$ cat config.mk
export PLATFORM = sky130hd
export DESIGN_NAME = rxq_flow_throttle
export DESIGN_NICKNAME = d
export VERILOG_FILES = /design/src/rtl/rxq_flow_pkg.sv /design/src/rtl/rxq_flow_dp.sv /design/src/rtl/rxq_flow_ctl.sv /design/src/rtl/rxq_flow_throttle.sv
export SDC_FILE = /design/constraint.sdc
export NUM_CORES = 1
export LEC_CHECK = 0
export BUFFER_PORTS_ARGS = -buffer_cell sky130_fd_sc_hd__buf_4
export CAP_MARGIN = 20
export CORE_MARGIN = 4
export CORE_UTILIZATION = 40
export CTS_CLUSTER_SIZE = 12
export DETAILED_ROUTE_END_ITERATION = 10
export PLACE_DENSITY_LB_ADDON = 0.1
export SYNTH_ARGS = -nofsm -noshare
export SYNTH_HDL_FRONTEND = slang
export SYNTH_SLANG_ARGS = --single-unit
$ cat constraint.sdc
create_clock -name clk -period 1.7 [get_ports clk]
set_input_delay 0.34 -clock clk [delete_from_list [all_inputs] [get_ports clk]]
set_output_delay 0.34 -clock clk [all_outputs]
set_load 0.02 [all_outputs]
$ cat src/rtl/rxq_flow_pkg.sv
package rxq_flow_pkg;
  // DTR mode code that hands the pin to automatic flow control
  localparam logic [1:0] DTR_AUTO = 2'b01;

  // Strobes from the control half to the datapath half
  typedef struct packed {
    logic throttled;
    logic reqPend;
    logic sendXoff;
  } flowStrobe_t;
endpackage

$ cat src/rtl/rxq_flow_dp.sv
module rxq_flow_dp
  import rxq_flow_pkg::*;
#(
  parameter int LEVEL_W = 8,
  parameter int THR_W = 8,
  parameter logic [7:0] XON_CODE = 8'h11,
  parameter logic [7:0] XOFF_CODE = 8'h13
) (
  input  logic [LEVEL_W-1:0] fifoLevel,
  input  logic [THR_W-1:0]   highMark,
  input  logic [THR_W-1:0]   lowMark,
  input  logic               rtsAutoEn,
  input  logic [1:0]         dtrMode,
  input  flowStrobe_t        strobe,
  output logic               atHigh,
  output logic               belowLow,
  output logic               marksValid,
  output logic               ctlReq,
  output logic [7:0]         ctlChar,
  output logic               rtsN,
  output logic               dtrN
);
  localparam int CMP_W = (LEVEL_W > THR_W) ? LEVEL_W : THR_W;

  logic [CMP_W-1:0] levelExt;
  logic [CMP_W-1:0] highExt;
  logic [CMP_W-1:0] lowExt;

  assign levelExt = CMP_W'(fifoLevel);
  assign highExt  = CMP_W'(highMark);
  assign lowExt   = CMP_W'(lowMark);

  always_comb begin
    marksValid = (lowMark != '0);
    atHigh     = (levelExt >= highExt);
    belowLow   = (levelExt < lowExt);
  end

  always_comb begin
    ctlReq  = strobe.reqPend;
    ctlChar = strobe.sendXoff ? XOFF_CODE : XON_CODE;
    rtsN    = rtsAutoEn && strobe.throttled;
    dtrN    = (dtrMode == DTR_AUTO) && strobe.throttled;
  end
endmodule

$ cat src/rtl/rxq_flow_ctl.sv
module rxq_flow_ctl
  import rxq_flow_pkg::*;
(
  input  logic        clk,
  input  logic        rstN,
  input  logic        atHigh,
  input  logic        belowLow,
  input  logic        marksValid,
  input  logic        inBandEn,
  input  logic        txDone,
  output flowStrobe_t strobe
);
  logic throttled;
  logic reqPend;
  logic sendXoff;
  logic raiseEvt;
  logic releaseEvt;

  always_comb begin
    raiseEvt   = marksValid && atHigh && !throttled;
    releaseEvt = marksValid && belowLow && throttled;
  end

  always_ff @(posedge clk) begin
    if (!rstN) begin
      throttled <= 1'b0;
      reqPend   <= 1'b0;
      sendXoff  <= 1'b0;
    end else begin
      if (raiseEvt) begin
        throttled <= 1'b1;
      end else if (releaseEvt) begin
        throttled <= 1'b0;
      end
      // a fresh crossing overrides both a pending request and an acknowledge
      if ((raiseEvt || releaseEvt) && inBandEn) begin
        reqPend  <= 1'b1;
        sendXoff <= raiseEvt;
      end else if (txDone) begin
        reqPend <= 1'b0;
      end
    end
  end

  assign strobe = '{throttled: throttled, reqPend: reqPend, sendXoff: sendXoff};
endmodule

$ cat src/rtl/rxq_flow_throttle.sv
module rxq_flow_throttle
  import rxq_flow_pkg::*;
#(
  parameter int LEVEL_W = 8,
  parameter int THR_W = 8,
  parameter logic [7:0] XON_CODE = 8'h11,
  parameter logic [7:0] XOFF_CODE = 8'h13
) (
  input  logic               clk,
  input  logic               rstN,
  input  logic [LEVEL_W-1:0] fifoLevel,
  input  logic [THR_W-1:0]   highMark,
  input  logic [THR_W-1:0]   lowMark,
  input  logic               inBandEn,
  input  logic               rtsAutoEn,
  input  logic [1:0]         dtrMode,
  input  logic               txDone,
  output logic               ctlReq,
  output logic [7:0]         ctlChar,
  output logic               rtsN,
  output logic               dtrN
);
  flowStrobe_t strobe;
  logic atHigh;
  logic belowLow;
  logic marksValid;

  rxq_flow_ctl u_ctl (
    .clk        (clk),
    .rstN       (rstN),
    .atHigh     (atHigh),
    .belowLow   (belowLow),
    .marksValid (marksValid),
    .inBandEn   (inBandEn),
    .txDone     (txDone),
    .strobe     (strobe)
  );

  rxq_flow_dp #(
    .LEVEL_W   (LEVEL_W),
    .THR_W     (THR_W),
    .XON_CODE  (XON_CODE),
    .XOFF_CODE (XOFF_CODE)
  ) u_dp (
    .fifoLevel  (fifoLevel),
    .highMark   (highMark),
    .lowMark    (lowMark),
    .rtsAutoEn  (rtsAutoEn),
    .dtrMode    (dtrMode),
    .strobe     (strobe),
    .atHigh     (atHigh),
    .belowLow   (belowLow),
    .marksValid (marksValid),
    .ctlReq     (ctlReq),
    .ctlChar    (ctlChar),
    .rtsN       (rtsN),
    .dtrN       (dtrN)
  );
endmodule

==> impl_metrics.env <==
export IMPL_outcome="complete, no violations"
export IMPL_muxShareOfSynthArea_pct=0
export IMPL_synth_cells=76
export IMPL_fin_util_pct=65.2
export IMPL_ir_worst_vdd_mv=0.209
export IMPL_grt_ovfl_total=0
export IMPL_clockBufferDepth=2
export IMPL_syn_to_final_growth_pct=49.2
export IMPL_fmax_mhz=635
export IMPL_synth_distinct_cells=28
export IMPL_synth_fa_ha_area_share_pct=31.8
export IMPL_stdcell_count=130
export IMPL_htreeDepth=1
export IMPL_synth_top_family_by_area="adder cells"
export IMPL_grt_pass1_wl_um=2260
export IMPL_drtAntennaViolNets=0
export IMPL_vias=616
export IMPL_initial_core_util_pct=43.7
export IMPL_dp_slack_ns=-0.169
export IMPL_synth_compound_area_share_pct=19.7
export IMPL_cts_sinks=3
export IMPL_synth_ff_type="dfxtp_1"
export IMPL_drc=0
export IMPL_clock_skew_ns=0.00773
export IMPL_cp_arrival_ns=1.69
export IMPL_rows=13
export IMPL_port_buffers=34
export IMPL_cts_tree="yes"
export IMPL_p_leak_nw=0.526
export IMPL_setup_slack_ns=0.125
export IMPL_die_area_mm2=0.00216
export IMPL_cts_resized=0
export IMPL_n_fill_cell=126
export IMPL_timing_hold_ws_ns=0.395
export IMPL_synthXorXnorAreaFrac_pct=0
export IMPL_start_kind="input port"
export IMPL_synth_most_common_cell="inv_1"
export IMPL_layout_min_cycle_time_ns=1.58
export IMPL_vias_per_cell=4.74
export IMPL_clk_pin_slew_ns=0.04
export IMPL_cap_violations=0
export IMPL_endpoint_kind="flop"
export IMPL_place_gp_congestion=0.702
export IMPL_postCtsSetupRepairBufs=0
export IMPL_yosysWarningCount=0
export IMPL_post_dp_cell_area_um2=853
export IMPL_finalHoldViolations=0
export IMPL_placedCellCount=126
export IMPL_grt_antenna_before_repair=0
export IMPL_grt_pass1_vias=607
export IMPL_nets=162
export IMPL_drt_total_wl_um=1440
export IMPL_p_per_area_mw_per_mm2=460
export IMPL_postSynthAreaPerCell_um2=7.77
export IMPL_rsz0062_at_grt="no"
export IMPL_yosysTopAreaCellShare_pct=31.8
export IMPL_ios=42
export IMPL_drive_gt1_share_pct=35.7
export IMPL_die_height_um=46.4
export IMPL_insertion_delay_ns=0.24
export IMPL_core_area_mm2=0.00135
export IMPL_min_path_type="in -> reg"
export IMPL_dp_hpwl_um=1340
export IMPL_synth_area_leader_cell="ha_1"
export IMPL_register_area_um2=60.1
export IMPL_total_power_mw=0.405
export IMPL_grt_usage_pct=14.8
export IMPL_synth_edf_count=0
export IMPL_cts_root_buf="clkbuf_4"
export IMPL_synth_simple_area_share_pct=16.1
export IMPL_setup_viol=0
export IMPL_multi_input_area_um2=427
export IMPL_ys_seq_area_share_pct=10.2
export IMPL_async_reset_ff_share_pct=0
export IMPL_grt_max_degree=6
export IMPL_critPathKind="in -> reg"
export IMPL_path_max_fanout=3
export IMPL_drtIter0Drc=5
export IMPL_cp_required_ns=1.81
export IMPL_numCtsBuffers=3
export IMPL_fp_dieW_um=46.4
export IMPL_synth_common_cells="inv_1 (17), ha_1 (15), buf_4 (8), nand2_1 (4)"
export IMPL_synth_seq_cells=3
export IMPL_slew_viol_final=0
export IMPL_ctsHoldBuffers=0
export IMPL_drtPass1Iterations=2
export IMPL_fin_setup_tns_ns=0
export IMPL_min_period_over_period_pct=92.7
export IMPL_synth_area_um2=591
export IMPL_drt_wirelength_per_cell_um=11.1
export IMPL_yosys_top_cells_area="ha_1 (32%), inv_1 (11%), dfxtp_1 (10%)"
export IMPL_fin_area_um2=881
export IMPL_n_antenna_cell=0
==> logic make-up (layout without fill, tap and decap cells) <==
group,Yosys count,count (layout)
compound gates,16,16
fa+ha+maj,15,15
buf+inv,25,59
flops,3,3
other cells,2,7
simple gates,15,15
==> sequential cells by signal, indices dropped and copies added, names as in the netlist <==
| name | cells |
|---|---|
| u_ctl.reqPend | 1 |
| u_ctl.sendXoff | 1 |
| u_ctl.throttled | 1 |
==> worst paths after layout <==
| check | start | end | slack [ns] | cells past startpoint |
|---|---|---|---|---|
| min reg2reg | u_ctl.sendXoff | u_ctl.sendXoff | 0.48 | 2 |
| max | fifoLevel[0] | u_ctl.reqPend | 0.12 | 8 |
| max reg2reg | u_ctl.throttled | u_ctl.sendXoff | 0.68 | 3 |
| min | rstN | u_ctl.throttled | 0.39 | 2 |
==> power breakdown <==
part	leakage (nW)	internal (mW)	total, mW	switching (mW)
clock	0.0150	0.0880	0.127	0.0386
sequential	0.0248	0.0794	0.0861	0.00670
combinational	0.486	0.105	0.193	0.0877
total	0.526	0.272	0.405	0.133
==> critical path, stage by stage <==
cell,delay [ns]
buf_4,0.08
inv_1,0.03
ha_1,0.27
nand2b_1,0.15
a2111oi_1,0.41
nand4b_1,0.17
a211o_1,0.15
o21ai_0,0.09
==> placed cells by master (no fill, tap or decap), types with 2 or more instances in the layout <==
master | synthesis | routed
buf_4 | 8 | 38
ha_1 | 15 | 15
conb_1 | 2 | 7
o21ai_0 | 3 | 3
clkbuf_4 | 0 | 3
nor4_1 | 2 | 2
nand2b_1 | 2 | 2
nand2_1 | 4 | 4
nand4b_1 | 2 | 2
inv_1 | 17 | 17
dfxtp_1 | 3 | 3
==> cell type report <==
cell class                 instances  area share, %
multi-input combinational         53           48.4
timing repair buffer              38           32.4
inverter                          17           7.24
sequential                         3           6.82
clock buffer                       4           2.98
tap                               15           2.13
==> routing by layer <==
| layer | global-route usage, % | part of all wire [%] | up-vias |
|---|---|---|---|
| li1 | - | - | 329 |
| met1 | 14.4 | 36 | 259 |
| met2 | 29.9 | 53 | 28 |
| met3 | 2.34 | 11 | 0 |
| met4 | 5.11 | 0 | 0 |
| met5 | 0 | 0 | - |
No activity file was read; power rests on OpenSTA's default activity.
